$ cat src/rtl/gpx_pkg.sv
package gpx_pkg;
  localparam int BYTE_W = 8;
  localparam int CNT_W  = $clog2(BYTE_W);

  localparam logic [BYTE_W-1:0] ADR_DIR  = 8'h00;
  localparam logic [BYTE_W-1:0] ADR_POL  = 8'h01;
  localparam logic [BYTE_W-1:0] ADR_IEN  = 8'h02;
  localparam logic [BYTE_W-1:0] ADR_CMP  = 8'h03;
  localparam logic [BYTE_W-1:0] ADR_ICTL = 8'h04;
  localparam logic [BYTE_W-1:0] ADR_CFG  = 8'h05;
  localparam logic [BYTE_W-1:0] ADR_PUL  = 8'h06;
  localparam logic [BYTE_W-1:0] ADR_FLG  = 8'h07;
  localparam logic [BYTE_W-1:0] ADR_CAP  = 8'h08;
  localparam logic [BYTE_W-1:0] ADR_PORT = 8'h09;
  localparam logic [BYTE_W-1:0] ADR_LAT  = 8'h0A;
  localparam logic [BYTE_W-1:0] ADR_LAST = ADR_LAT;

  localparam int CFG_SEQ_OFF = 5;
  localparam int CFG_ADR_EN  = 3;

  localparam logic [3:0] CMD_PREFIX = 4'b0100;

  typedef enum logic [1:0] {
    PH_CMD,
    PH_ADDR,
    PH_DATA,
    PH_SKIP
  } phase_t;
endpackage

$ cat src/rtl/gpx_spi_shifter.sv
module gpx_spi_shifter
  import gpx_pkg::*;
#(
  parameter int SYNC_STAGES = 2
) (
  input  logic              clk,
  input  logic              rst,
  input  logic              spi_sck,
  input  logic              spi_cs_n,
  input  logic              spi_mosi,
  input  logic              tx_load,
  input  logic [BYTE_W-1:0] tx_byte,
  output logic              cs_active,
  output logic              byte_valid,
  output logic [BYTE_W-1:0] rx_byte,
  output logic              miso
);
  logic [SYNC_STAGES-1:0] sck_pipe, cs_pipe, mosi_pipe;
  logic                   sck_prev;
  logic                   sck_s, mosi_s;
  logic                   sck_rise, sck_fall;
  logic [CNT_W-1:0]       bit_cnt;
  logic [BYTE_W-1:0]      rx_sh;
  logic [BYTE_W-1:0]      tx_sh;

  always_ff @(posedge clk) begin
    if (rst) begin
      sck_pipe  <= '0;
      cs_pipe   <= '1;
      mosi_pipe <= '0;
      sck_prev  <= 1'b0;
    end else begin
      sck_pipe  <= {sck_pipe[SYNC_STAGES-2:0], spi_sck};
      cs_pipe   <= {cs_pipe[SYNC_STAGES-2:0], spi_cs_n};
      mosi_pipe <= {mosi_pipe[SYNC_STAGES-2:0], spi_mosi};
      sck_prev  <= sck_s;
    end
  end

  assign sck_s     = sck_pipe[SYNC_STAGES-1];
  assign mosi_s    = mosi_pipe[SYNC_STAGES-1];
  assign cs_active = ~cs_pipe[SYNC_STAGES-1];
  assign sck_rise  = sck_s & ~sck_prev;
  assign sck_fall  = ~sck_s & sck_prev;

  // receive side: bits taken on rising SCK
  always_ff @(posedge clk) begin
    if (rst || !cs_active) begin
      bit_cnt    <= '0;
      rx_sh      <= '0;
      byte_valid <= 1'b0;
      rx_byte    <= '0;
    end else begin
      byte_valid <= 1'b0;
      if (sck_rise) begin
        rx_sh   <= {rx_sh[BYTE_W-2:0], mosi_s};
        bit_cnt <= bit_cnt + 1'b1;
        if (bit_cnt == CNT_W'(BYTE_W - 1)) begin
          byte_valid <= 1'b1;
          rx_byte    <= {rx_sh[BYTE_W-2:0], mosi_s};
        end
      end
    end
  end

  // transmit side: a loaded byte is held across the boundary fall, then shifts
  always_ff @(posedge clk) begin
    if (rst) begin
      tx_sh <= '0;
    end else if (tx_load) begin
      tx_sh <= tx_byte;
    end else if (cs_active && sck_fall && bit_cnt != '0) begin
      tx_sh <= {tx_sh[BYTE_W-2:0], 1'b0};
    end
  end

  assign miso = tx_sh[BYTE_W-1];

  assert_byte_pulse_R2: assert property (@(posedge clk) disable iff (rst)
    byte_valid |=> !byte_valid);
endmodule

$ cat src/rtl/gpx_frame_ctrl.sv
module gpx_frame_ctrl
  import gpx_pkg::*;
(
  input  logic              clk,
  input  logic              rst,
  input  logic              cs_active,
  input  logic              byte_valid,
  input  logic [BYTE_W-1:0] rx_byte,
  input  logic [2:0]        hw_addr,
  input  logic [BYTE_W-1:0] cfg_q,
  input  logic [BYTE_W-1:0] rd_data,
  output logic [BYTE_W-1:0] rd_addr,
  output logic              wr_en,
  output logic [BYTE_W-1:0] wr_addr,
  output logic [BYTE_W-1:0] wr_data,
  output logic              tx_load,
  output logic [BYTE_W-1:0] tx_byte,
  output logic              miso_oe
);
  phase_t            phase;
  logic              is_read;
  logic [BYTE_W-1:0] ptr;
  logic [BYTE_W-1:0] ptr_next;
  logic              cmd_match;
  logic              seq_on;

  assign seq_on    = ~cfg_q[CFG_SEQ_OFF];
  assign cmd_match = (rx_byte[7:4] == CMD_PREFIX) &&
                     (!cfg_q[CFG_ADR_EN] || rx_byte[3:1] == hw_addr);

  always_comb begin
    ptr_next = ptr;
    if (seq_on) ptr_next = (ptr >= ADR_LAST) ? '0 : ptr + 1'b1;
  end

  assign rd_addr = (phase == PH_ADDR) ? rx_byte : ptr_next;
  assign tx_byte = rd_data;
  assign tx_load = byte_valid && is_read && (phase == PH_ADDR || phase == PH_DATA);
  assign wr_en   = byte_valid && !is_read && (phase == PH_DATA);
  assign wr_addr = ptr;
  assign wr_data = rx_byte;

  always_ff @(posedge clk) begin
    if (rst || !cs_active) begin
      phase   <= PH_CMD;
      is_read <= 1'b0;
      ptr     <= '0;
      miso_oe <= 1'b0;
    end else if (byte_valid) begin
      case (phase)
        PH_CMD: begin
          if (cmd_match) begin
            phase   <= PH_ADDR;
            is_read <= rx_byte[0];
          end else begin
            phase <= PH_SKIP;
          end
        end
        PH_ADDR: begin
          ptr     <= rx_byte;
          phase   <= PH_DATA;
          miso_oe <= is_read;
        end
        PH_DATA: ptr <= ptr_next;
        default: phase <= PH_SKIP;
      endcase
    end
  end

  assert_bad_prefix_skips_R3: assert property (@(posedge clk) disable iff (rst)
    (cs_active && byte_valid && phase == PH_CMD && rx_byte[7:4] != CMD_PREFIX)
      |=> (phase == PH_SKIP));

  assert_skip_silent_R4: assert property (@(posedge clk) disable iff (rst)
    (phase == PH_SKIP) |-> (!miso_oe && !wr_en));

  assert_ptr_hold_R9: assert property (@(posedge clk) disable iff (rst)
    (cs_active && byte_valid && phase == PH_DATA && cfg_q[CFG_SEQ_OFF])
      |=> $stable(ptr));

  assert_release_quiet_R11: assert property (@(posedge clk) disable iff (rst)
    !cs_active |=> !miso_oe);
endmodule

$ cat src/rtl/gpx_regfile.sv
module gpx_regfile
  import gpx_pkg::*;
#(
  parameter int SYNC_STAGES = 2
) (
  input  logic              clk,
  input  logic              rst,
  input  logic [BYTE_W-1:0] gpio_in,
  input  logic              wr_en,
  input  logic [BYTE_W-1:0] wr_addr,
  input  logic [BYTE_W-1:0] wr_data,
  input  logic [BYTE_W-1:0] rd_addr,
  output logic [BYTE_W-1:0] rd_data,
  output logic [BYTE_W-1:0] cfg_q,
  output logic [BYTE_W-1:0] gpio_out,
  output logic [BYTE_W-1:0] gpio_oe,
  output logic [BYTE_W-1:0] gpio_pu
);
  logic [BYTE_W-1:0] in_pipe [SYNC_STAGES];
  logic [BYTE_W-1:0] dir_q, pol_q, ien_q, cmp_q, ictl_q, pul_q, lat_q;

  always_ff @(posedge clk) begin
    if (rst) begin
      for (int s = 0; s < SYNC_STAGES; s++) in_pipe[s] <= '0;
    end else begin
      in_pipe[0] <= gpio_in;
      for (int s = 1; s < SYNC_STAGES; s++) in_pipe[s] <= in_pipe[s-1];
    end
  end

  always_ff @(posedge clk) begin
    if (rst) begin
      dir_q  <= '1;
      pol_q  <= '0;
      ien_q  <= '0;
      cmp_q  <= '0;
      ictl_q <= '0;
      cfg_q  <= '0;
      pul_q  <= '0;
      lat_q  <= '0;
    end else if (wr_en) begin
      case (wr_addr)
        ADR_DIR:           dir_q  <= wr_data;
        ADR_POL:           pol_q  <= wr_data;
        ADR_IEN:           ien_q  <= wr_data;
        ADR_CMP:           cmp_q  <= wr_data;
        ADR_ICTL:          ictl_q <= wr_data;
        ADR_CFG:           cfg_q  <= wr_data;
        ADR_PUL:           pul_q  <= wr_data;
        ADR_PORT, ADR_LAT: lat_q  <= wr_data;
        default: ;
      endcase
    end
  end

  always_comb begin
    case (rd_addr)
      ADR_DIR:  rd_data = dir_q;
      ADR_POL:  rd_data = pol_q;
      ADR_IEN:  rd_data = ien_q;
      ADR_CMP:  rd_data = cmp_q;
      ADR_ICTL: rd_data = ictl_q;
      ADR_CFG:  rd_data = cfg_q;
      ADR_PUL:  rd_data = pul_q;
      ADR_PORT: rd_data = in_pipe[SYNC_STAGES-1] ^ pol_q;
      ADR_LAT:  rd_data = lat_q;
      default:  rd_data = '0;
    endcase
  end

  assign gpio_out = lat_q;
  assign gpio_oe  = ~dir_q;
  assign gpio_pu  = pul_q;

  assert_no_stray_write_R4: assert property (@(posedge clk) disable iff (rst)
    !wr_en |=> ($stable(lat_q) && $stable(dir_q) && $stable(pul_q)));

  assert_port_to_latch_R8: assert property (@(posedge clk) disable iff (rst)
    (wr_en && wr_addr == ADR_PORT) |=> (gpio_out == $past(wr_data)));
endmodule

$ cat src/rtl/gpx_expander.sv
module gpx_expander
  import gpx_pkg::*;
#(
  parameter int SYNC_STAGES = 2
) (
  input  logic              clk,
  input  logic              rst,
  input  logic [2:0]        hw_addr,
  input  logic              spi_sck,
  input  logic              spi_cs_n,
  input  logic              spi_mosi,
  output logic              spi_miso,
  output logic              spi_miso_oe,
  input  logic [BYTE_W-1:0] gpio_in,
  output logic [BYTE_W-1:0] gpio_out,
  output logic [BYTE_W-1:0] gpio_oe,
  output logic [BYTE_W-1:0] gpio_pu
);
  logic              cs_active, byte_valid, tx_load, wr_en;
  logic [BYTE_W-1:0] rx_byte, tx_byte, rd_addr, rd_data;
  logic [BYTE_W-1:0] wr_addr, wr_data, cfg_q;

  gpx_spi_shifter #(.SYNC_STAGES(SYNC_STAGES)) u_shift (
    .clk(clk), .rst(rst), .spi_sck(spi_sck), .spi_cs_n(spi_cs_n),
    .spi_mosi(spi_mosi), .tx_load(tx_load), .tx_byte(tx_byte),
    .cs_active(cs_active), .byte_valid(byte_valid), .rx_byte(rx_byte),
    .miso(spi_miso)
  );

  gpx_frame_ctrl u_ctrl (
    .clk(clk), .rst(rst), .cs_active(cs_active), .byte_valid(byte_valid),
    .rx_byte(rx_byte), .hw_addr(hw_addr), .cfg_q(cfg_q), .rd_data(rd_data),
    .rd_addr(rd_addr), .wr_en(wr_en), .wr_addr(wr_addr), .wr_data(wr_data),
    .tx_load(tx_load), .tx_byte(tx_byte), .miso_oe(spi_miso_oe)
  );

  gpx_regfile #(.SYNC_STAGES(SYNC_STAGES)) u_regs (
    .clk(clk), .rst(rst), .gpio_in(gpio_in), .wr_en(wr_en),
    .wr_addr(wr_addr), .wr_data(wr_data), .rd_addr(rd_addr),
    .rd_data(rd_data), .cfg_q(cfg_q), .gpio_out(gpio_out),
    .gpio_oe(gpio_oe), .gpio_pu(gpio_pu)
  );
endmodule

$ cat config.mk
export PLATFORM = sky130hd
export DESIGN_NAME = gpx_expander
export DESIGN_NICKNAME = d
export VERILOG_FILES = /design/src/rtl/gpx_pkg.sv /design/src/rtl/gpx_spi_shifter.sv /design/src/rtl/gpx_frame_ctrl.sv /design/src/rtl/gpx_regfile.sv /design/src/rtl/gpx_expander.sv
export SDC_FILE = /design/constraint.sdc
export NUM_CORES = 1
export LEC_CHECK = 0
export ABC_AREA = 1
export BUFFER_PORTS_ARGS = -buffer_cell sky130_fd_sc_hd__buf_4
export CAP_MARGIN = 20
export CORE_AREA = 2 2 155 157
export CTS_CLUSTER_SIZE = 28
export DETAILED_ROUTE_END_ITERATION = 6
export DIE_AREA = 0 0 157 159
export PLACE_DENSITY = 0.38
export SYNTH_ARGS = -nofsm -noshare
export SYNTH_HDL_FRONTEND = slang
export SYNTH_SLANG_ARGS = --single-unit
$ cat constraint.sdc
create_clock -name clk -period 3.2 [get_ports clk]
set_clock_uncertainty 0.2 [all_clocks]
set_input_delay 0.64 -clock clk [delete_from_list [all_inputs] [get_ports clk]]
set_output_delay 0.64 -clock clk [all_outputs]
set_load 0.1 [all_outputs]
======== Yosys cells after proc, flatten, opt, wreduce, memory -nomap -nowiden ========
Memories as Yosys holds them, arrays and structs flattened.
Index checks and enable logic that the tools add are counted.
cells by class
  mux-type cells .......................... 15
  bitwise operators ....................... 11
  reduce and logical (&&, ||, !) cells .... 33
  equality and inequality tests ........... 21
  order comparisons ....................... 1
  $add $sub $neg .......................... 2
operator list
  operator                                              count
  case mux 8 bit (9 select lines)                       1
  two-way mux 8 bit                                     7
  equality test 8 x 3 -> 1 bit (second input constant)  6
  equality test 8 x 2 -> 1 bit (second input constant)  4
  equality test 8 x 4 -> 1 bit (second input constant)  4
  AND reduction 2 bit                                   12
  equality test 8 x 1 -> 1 bit (second input constant)  2
  zero test 8 bit                                       2
  case mux 8 bit (2 select lines)                       1
  adder 8 x 1 -> 8 bit (second input constant)          1
  >= comparator 8 x 4 -> 1 bit (second input constant)  1
  inverter 8 bit                                        1
  XOR 8 bit                                             1
  logical AND 1 bit                                     7
  case mux 2 bit (3 select lines)                       1
  inverter 1 bit                                        5
  equality test 4 x 3 -> 1 bit (second input constant)  1
  two-way mux 1 bit                                     4
  nonzero test 2 bit                                    2
  OR reduction 2 bit                                    2
  adder 3 x 1 -> 3 bit (second input constant)          1
  equality test 3 bit                                   1
  equality test 3 bit (second input constant)           1
  logical OR 1 bit                                      3
  other kinds (9)                                       12
word-level totals
  word-level logic and storage cells ...... 105
  bits of input ports ..................... 16
  memories kept ........................... 1
  register bits after elaboration ......... 110
  output and inout port bits .............. 26
  RAM bits ................................ 16
memories
  name            words  bits a word  read ports  clocked after memory_dff  wr ports  RTL line           source
  u_regs.in_pipe  2      8            2           0                         2         gpx_regfile.sv:19  logic [BYTE_W-1:0] in_pipe [SYNC_STAGES];

======== Logic depth before layout (Yosys ltp) ========
  word-level depth ........................ 7
  gate-level depth with buffers ........... 18
  depth with buffers taken out ............ 17

======== Hierarchy ========
Synthesis repeated with hierarchy kept, for this count alone.
unflattened totals
  cells, all modules ...................... 912
  area total of the unflattened synthesis .. 6378.6 µm²
modules (own cells, without submodules)
  module           instances  area an instance (µm²)  seq. area each (µm²)  cells an instance
  gpx_regfile      1          3991.3                  1601.5                582
  gpx_spi_shifter  1          1332.5                  680.7                 166
  gpx_frame_ctrl   1          1054.8                  240.2                 164

======== Worst setup path before layout ========
OpenSTA, ideal clock, no wires.
  path type ............................... register to register
  from .................................... register u_ctrl.phase[1]
  to ...................................... register u_shift.tx_sh[7]
  slack ................................... 0.955 ns
  period minus slack after synthesis ...... 2.245 ns
  arrival ................................. 1.976 ns
  stages on the path, launching flop included .. 15
  setup time .............................. 0.069 ns
  buffers on the path ..................... 1
  data required time ...................... 2.931 ns
  path through ............................ dfxtp_1 -> inv_1 -> ha_1 -> buf_2 -> o31ai_2 -> nand2_2 -> clkinv_2 -> nand3_1 -> nor2_4 -> nand2_1 -> nand2_1 -> nor2_1 -> nand3_1 -> nand2_1 -> a21oi_2
between the ends
  longest elaborated chain between the ends .. 5
  elaborated cells on any way between the ends .. 17
  classes of those cells .................. 10 x eq/ne; 3 x mux; 4 x reduce/logical
RTL lines
  element                                                     RTL line                                    source
  start: declaration                                          gpx_frame_ctrl.sv:20                        phase_t phase;
  start signal: assignment                                    gpx_frame_ctrl.sv:45                        phase <= PH_CMD;
  start signal: assignment                                    gpx_frame_ctrl.sv:53                        phase <= PH_ADDR;
  start signal: assignment                                    gpx_frame_ctrl.sv:56                        phase <= PH_SKIP;
  equality test 2 x 1 -> 1 bit                                gpx_frame_ctrl.sv:36, gpx_frame_ctrl.sv:38
  two-way mux 8 bit                                           gpx_frame_ctrl.sv:36                        assign rd_addr = (phase == PH_ADDR) ? rx_byte : ptr_next;
  equality test 8 x 4 -> 1 bit, or another cell as far along  gpx_regfile.sv:57                           case (rd_addr)
  case mux 8 bit (9 select lines)                             gpx_regfile.sv:57
  two-way mux 8 bit                                           gpx_spi_shifter.sv:70                       end else if (tx_load) begin
  end signal: assignment                                      gpx_spi_shifter.sv:71                       tx_sh <= tx_byte;
  end signal: assignment                                      gpx_spi_shifter.sv:73                       tx_sh <= {tx_sh[BYTE_W-2:0], 1'b0};
  end: declaration                                            gpx_spi_shifter.sv:24                       logic [BYTE_W-1:0] tx_sh;
Parallel ways exist; a longest one is shown, timed or not.
A chain may end at the register's enable or synchronous reset.

======== Worst setup path after layout ========
Ends and elaborated chain as after synthesis.

==> results.toml <==
[worst_setup_path]
reg2regPathDepth = 14
cp_max_fo = 12
r2r_slack_ps = 580
endpoint_kind = "flip-flop"
cp_data_required_time_ps = 3350
worstPathArrival_ps = 2770
start_kind = "flip-flop"
worst-setup-path-type = "reg2reg"
worst_r2r_startpoint = "u_ctrl.phase[1]"
r2r-end = "u_shift.tx_sh[7]"

[grt]
top_usage_layer = "met2"
met2_usage = 0.235
antenna_found_initial = 0
grt_first_pass_wirelength_um = 28700
grt_max_degree = 37
grt_pass1_vias = 4932
gr-usage-all-layers = 0.153
met3_usage = 0.0348
grt_overflow_total = 0
grtUsageMet1 = 0.209

[min_path]
holdPathEnd = "u_shift.cs_pipe[0]"
min_path_type = "in2reg"
hold_depth = 2
hp-start = "spi_cs_n"

[final_layout]
fill_cells = 2553
final_nets = 857
drive_gt1_frac = 0.173
diodes = 0
area_delta_synth_final_pct = 23.0
final_area_um2 = 7090

[power]
power_switching_share = 0.224
p_total_mw = 3.59
power.share.sequential = 0.443
power_frac_clock = 0.539
p_sw_mw = 0.805
pwr-share-comb = 0.018
max-vdd-ir-drop_uv = 311
powerDensity_nw_per_um2 = 506
leakage_nw = 3.08
power.internal_mw = 2.78

[clock_network]
clk_pin_slew_worst_paths_ps = 60
clock_latency_ps = 420
cts_resized = 0
cts_setup_buffers = 0
cts_root_buf = "clkbuf_16"
ctsHtreeMaxLevel = 4
cts_buffers = 17
cts_tree = "done"
postCtsHoldBufs = 0
clock_sinks = 126
clockBufferDepth = 2

[sta]
setup_tns_ps = 0
fin_crit_ps = 2620
finalSetupViolCount = 0
fin_crit_sh = 0.819
fin_ws_ps = 580
holdWs_ps = 199
report.final.slew_viol_count = 0
finalHoldViolCount = 0
tightest_slew_ps = 667
relSlewSlack = 0.553
rsz0062_at_grt = "no"
clock.fmax_mhz = 382

[drt]
drt-initial-drc-count = 294
drc = 0
ant_nets = 0
num_vias = 5094
wl_per_cell_um = 15.8
drtPass1Iterations = 4
viasPerCell = 4.38
detail_route.wirelength_um = 18400

[place]
globalplace.congestion = 0.837
hpwl_um = 13600
place_ws_ps = 576
port-buffer-count = 41
dpl_cell_area_um2 = 6510

[floorplan]
num_io_pins = 42
fp-row-count = 56
core_um2 = 23200
initial_core_util = 0.249
die_area_um2 = 25000
fp.dieW_um = 157
die_h_um = 159

[logic_synthesis]
netlist.area_leader.share = 0.437
yosysTopAreaCell = "dfxtp_1"
syn_avg_cell_area_um2 = 7.43
syn_area_um2 = 5770
synth_cells = 776
ys_seq_area_frac = 0.437
synthTopCellsByArea = "dfxtp_1, nand2_1, o21ai_0"
synth_cell_types = 42
ys_seq_elements = 126
ys_warn_count = 0
synth_nets = 803

[outcome]
status = "finished clean"

[job]
maxCapViolations = 0
## power groups by stage
stage          Combinational, mW  Clock [mW]  Sequential [mW]
6_report                  0.0650        1.93             1.59
3_3_place_gp              0.0673           0             1.62
2_1_floorplan             0.0370           0             1.62
5_1_grt                   0.0746        2.06             1.59
3_5_place_dp              0.0673           0             1.62
4_1_cts                   0.0674        1.99             1.59
## placed cells by master, fill, tap and decap left out, drive strengths merged
master,netlist,final
nand2,147,147
dfxtp,126,126
nor2,99,99
o21ai,93,93
inv,89,90
a21oi,85,85
buf,12,64
nand3,46,46
clkbuf,17,20
clkinv,6,12
ha,11,11
nand4,9,9
o211ai,8,8
xor2,7,7
a221oi,5,5
nor3,3,3
clkinvlp,0,3
or2,2,2
xnor2,2,2
bufinv,0,2
o31ai,2,2
o2111ai,1,1
o22ai,1,1
a221o,1,1
o221ai,1,1
a311oi,1,1
and2,1,1
nor3b,1,1
## cell type report
cell class	instances	area (um^2)	area share
Sequential cell	126	2520	0.356
Inverter	95	363	0.0512
Tap cell	319	399	0.0563
Clock inverter	12	136	0.0192
Timing Repair Buffer	64	505	0.0713
Multi-Input combinational cell	526	2720	0.383
Clock buffer	20	447	0.0630
## stage by stage
| stage | util | std cells |
|---|---|---|
| final | 0.306 | 1162 |
| after global routing | 0.306 | 1162 |
| after CTS | 0.306 | 1162 |
| after detailed placement | 0.281 | 1130 |
| after global placement | 0.281 | 1130 |
| after floorplan | - | 776 |
## worst max-delay path by stage
| stage | from | to | slack (ps) | cells after the start |
|---|---|---|---|---|
| detailed placement | u_ctrl.phase[1] | u_shift.tx_sh[7] | 580 | 14 |
| global route | u_ctrl.phase[1] | u_shift.tx_sh[1] | 250 | 14 |
| CTS | u_ctrl.phase[1] | u_shift.tx_sh[7] | 560 | 14 |
| global placement | u_ctrl.phase[1] | u_shift.tx_sh[7] | 590 | 14 |
| floorplan | u_ctrl.phase[1] | u_shift.tx_sh[7] | 960 | 14 |
| finish | u_ctrl.phase[1] | u_shift.tx_sh[7] | 580 | 14 |
## synth_stat cells
master     instances
nand2_2           12
buf_8              1
nor2_2             9
buf_4              6
o221ai_1           1
a311oi_1           1
and2_1             1
a221oi_1           5
or2_2              2
nor3_1             3
inv_1             84
buf_2              3
nor2_1            81
nand3_2            1
o2111ai_1          1
clkinv_4           1
nand3_4            1
a221o_1            1
o211ai_1           8
nand3_1           44
nand2_1          132
nand2_4            3
dfxtp_1          126
o21ai_1            2
nor3b_1            1
nor2_4             8
clkinv_1           4
clkinv_2           1
o31ai_1            1
buf_6              2
o31ai_2            1
o21ai_0           91
ha_1              11
inv_2              5
clkbuf_1          17
xnor2_1            2
nor2_8             1
nand4_1            9
xor2_1             7
a21oi_2            7
a21oi_1           78
o22ai_1            1
## flip-flops by register name (all words and copies together) (netlist names), 3 cells and up
name	flops
u_regs.cfg_q	8
u_shift.tx_sh	8
u_ctrl.wr_addr	8
u_shift.bit_cnt	3
u_regs.cmp_q	8
u_regs.ien_q	8
u_regs.ictl_q	8
u_regs.dir_q	8
u_regs.pol_q	8
u_regs.in_pipe	16
u_shift.rx_sh	7
u_regs.gpio_pu	8
u_shift.rx_byte	8
u_regs.gpio_out	8
## cell families after synthesis
group           Yosys count  share of synthesized area
simple gates            308                      0.246
compound gates          198                      0.188
flops                   126                      0.437
buf+inv                 124                     0.0909
fa+ha+maj                11                     0.0239
xor+xnor                  9                     0.0137
## metal layers
metal,vias up,wire length (um)
met1,2324,8900
li1,2653,-
met3,21,700
met2,96,8390
met5,-,0
met4,0,370
## worst max-delay path, cell delays in order (launching register included)
cell	delay, ps
dfxtp_1	320
inv_1	100
ha_1	260
clkinv_4	120
o31ai_1	260
nand2_2	170
clkinv_2	200
nand3_1	180
nor2_4	210
nand2_1	140
nand2_1	100
nor2_1	50
nand3_1	70
nand2_1	60
a21oi_2	110
Power figures use the tool's default switching activity.
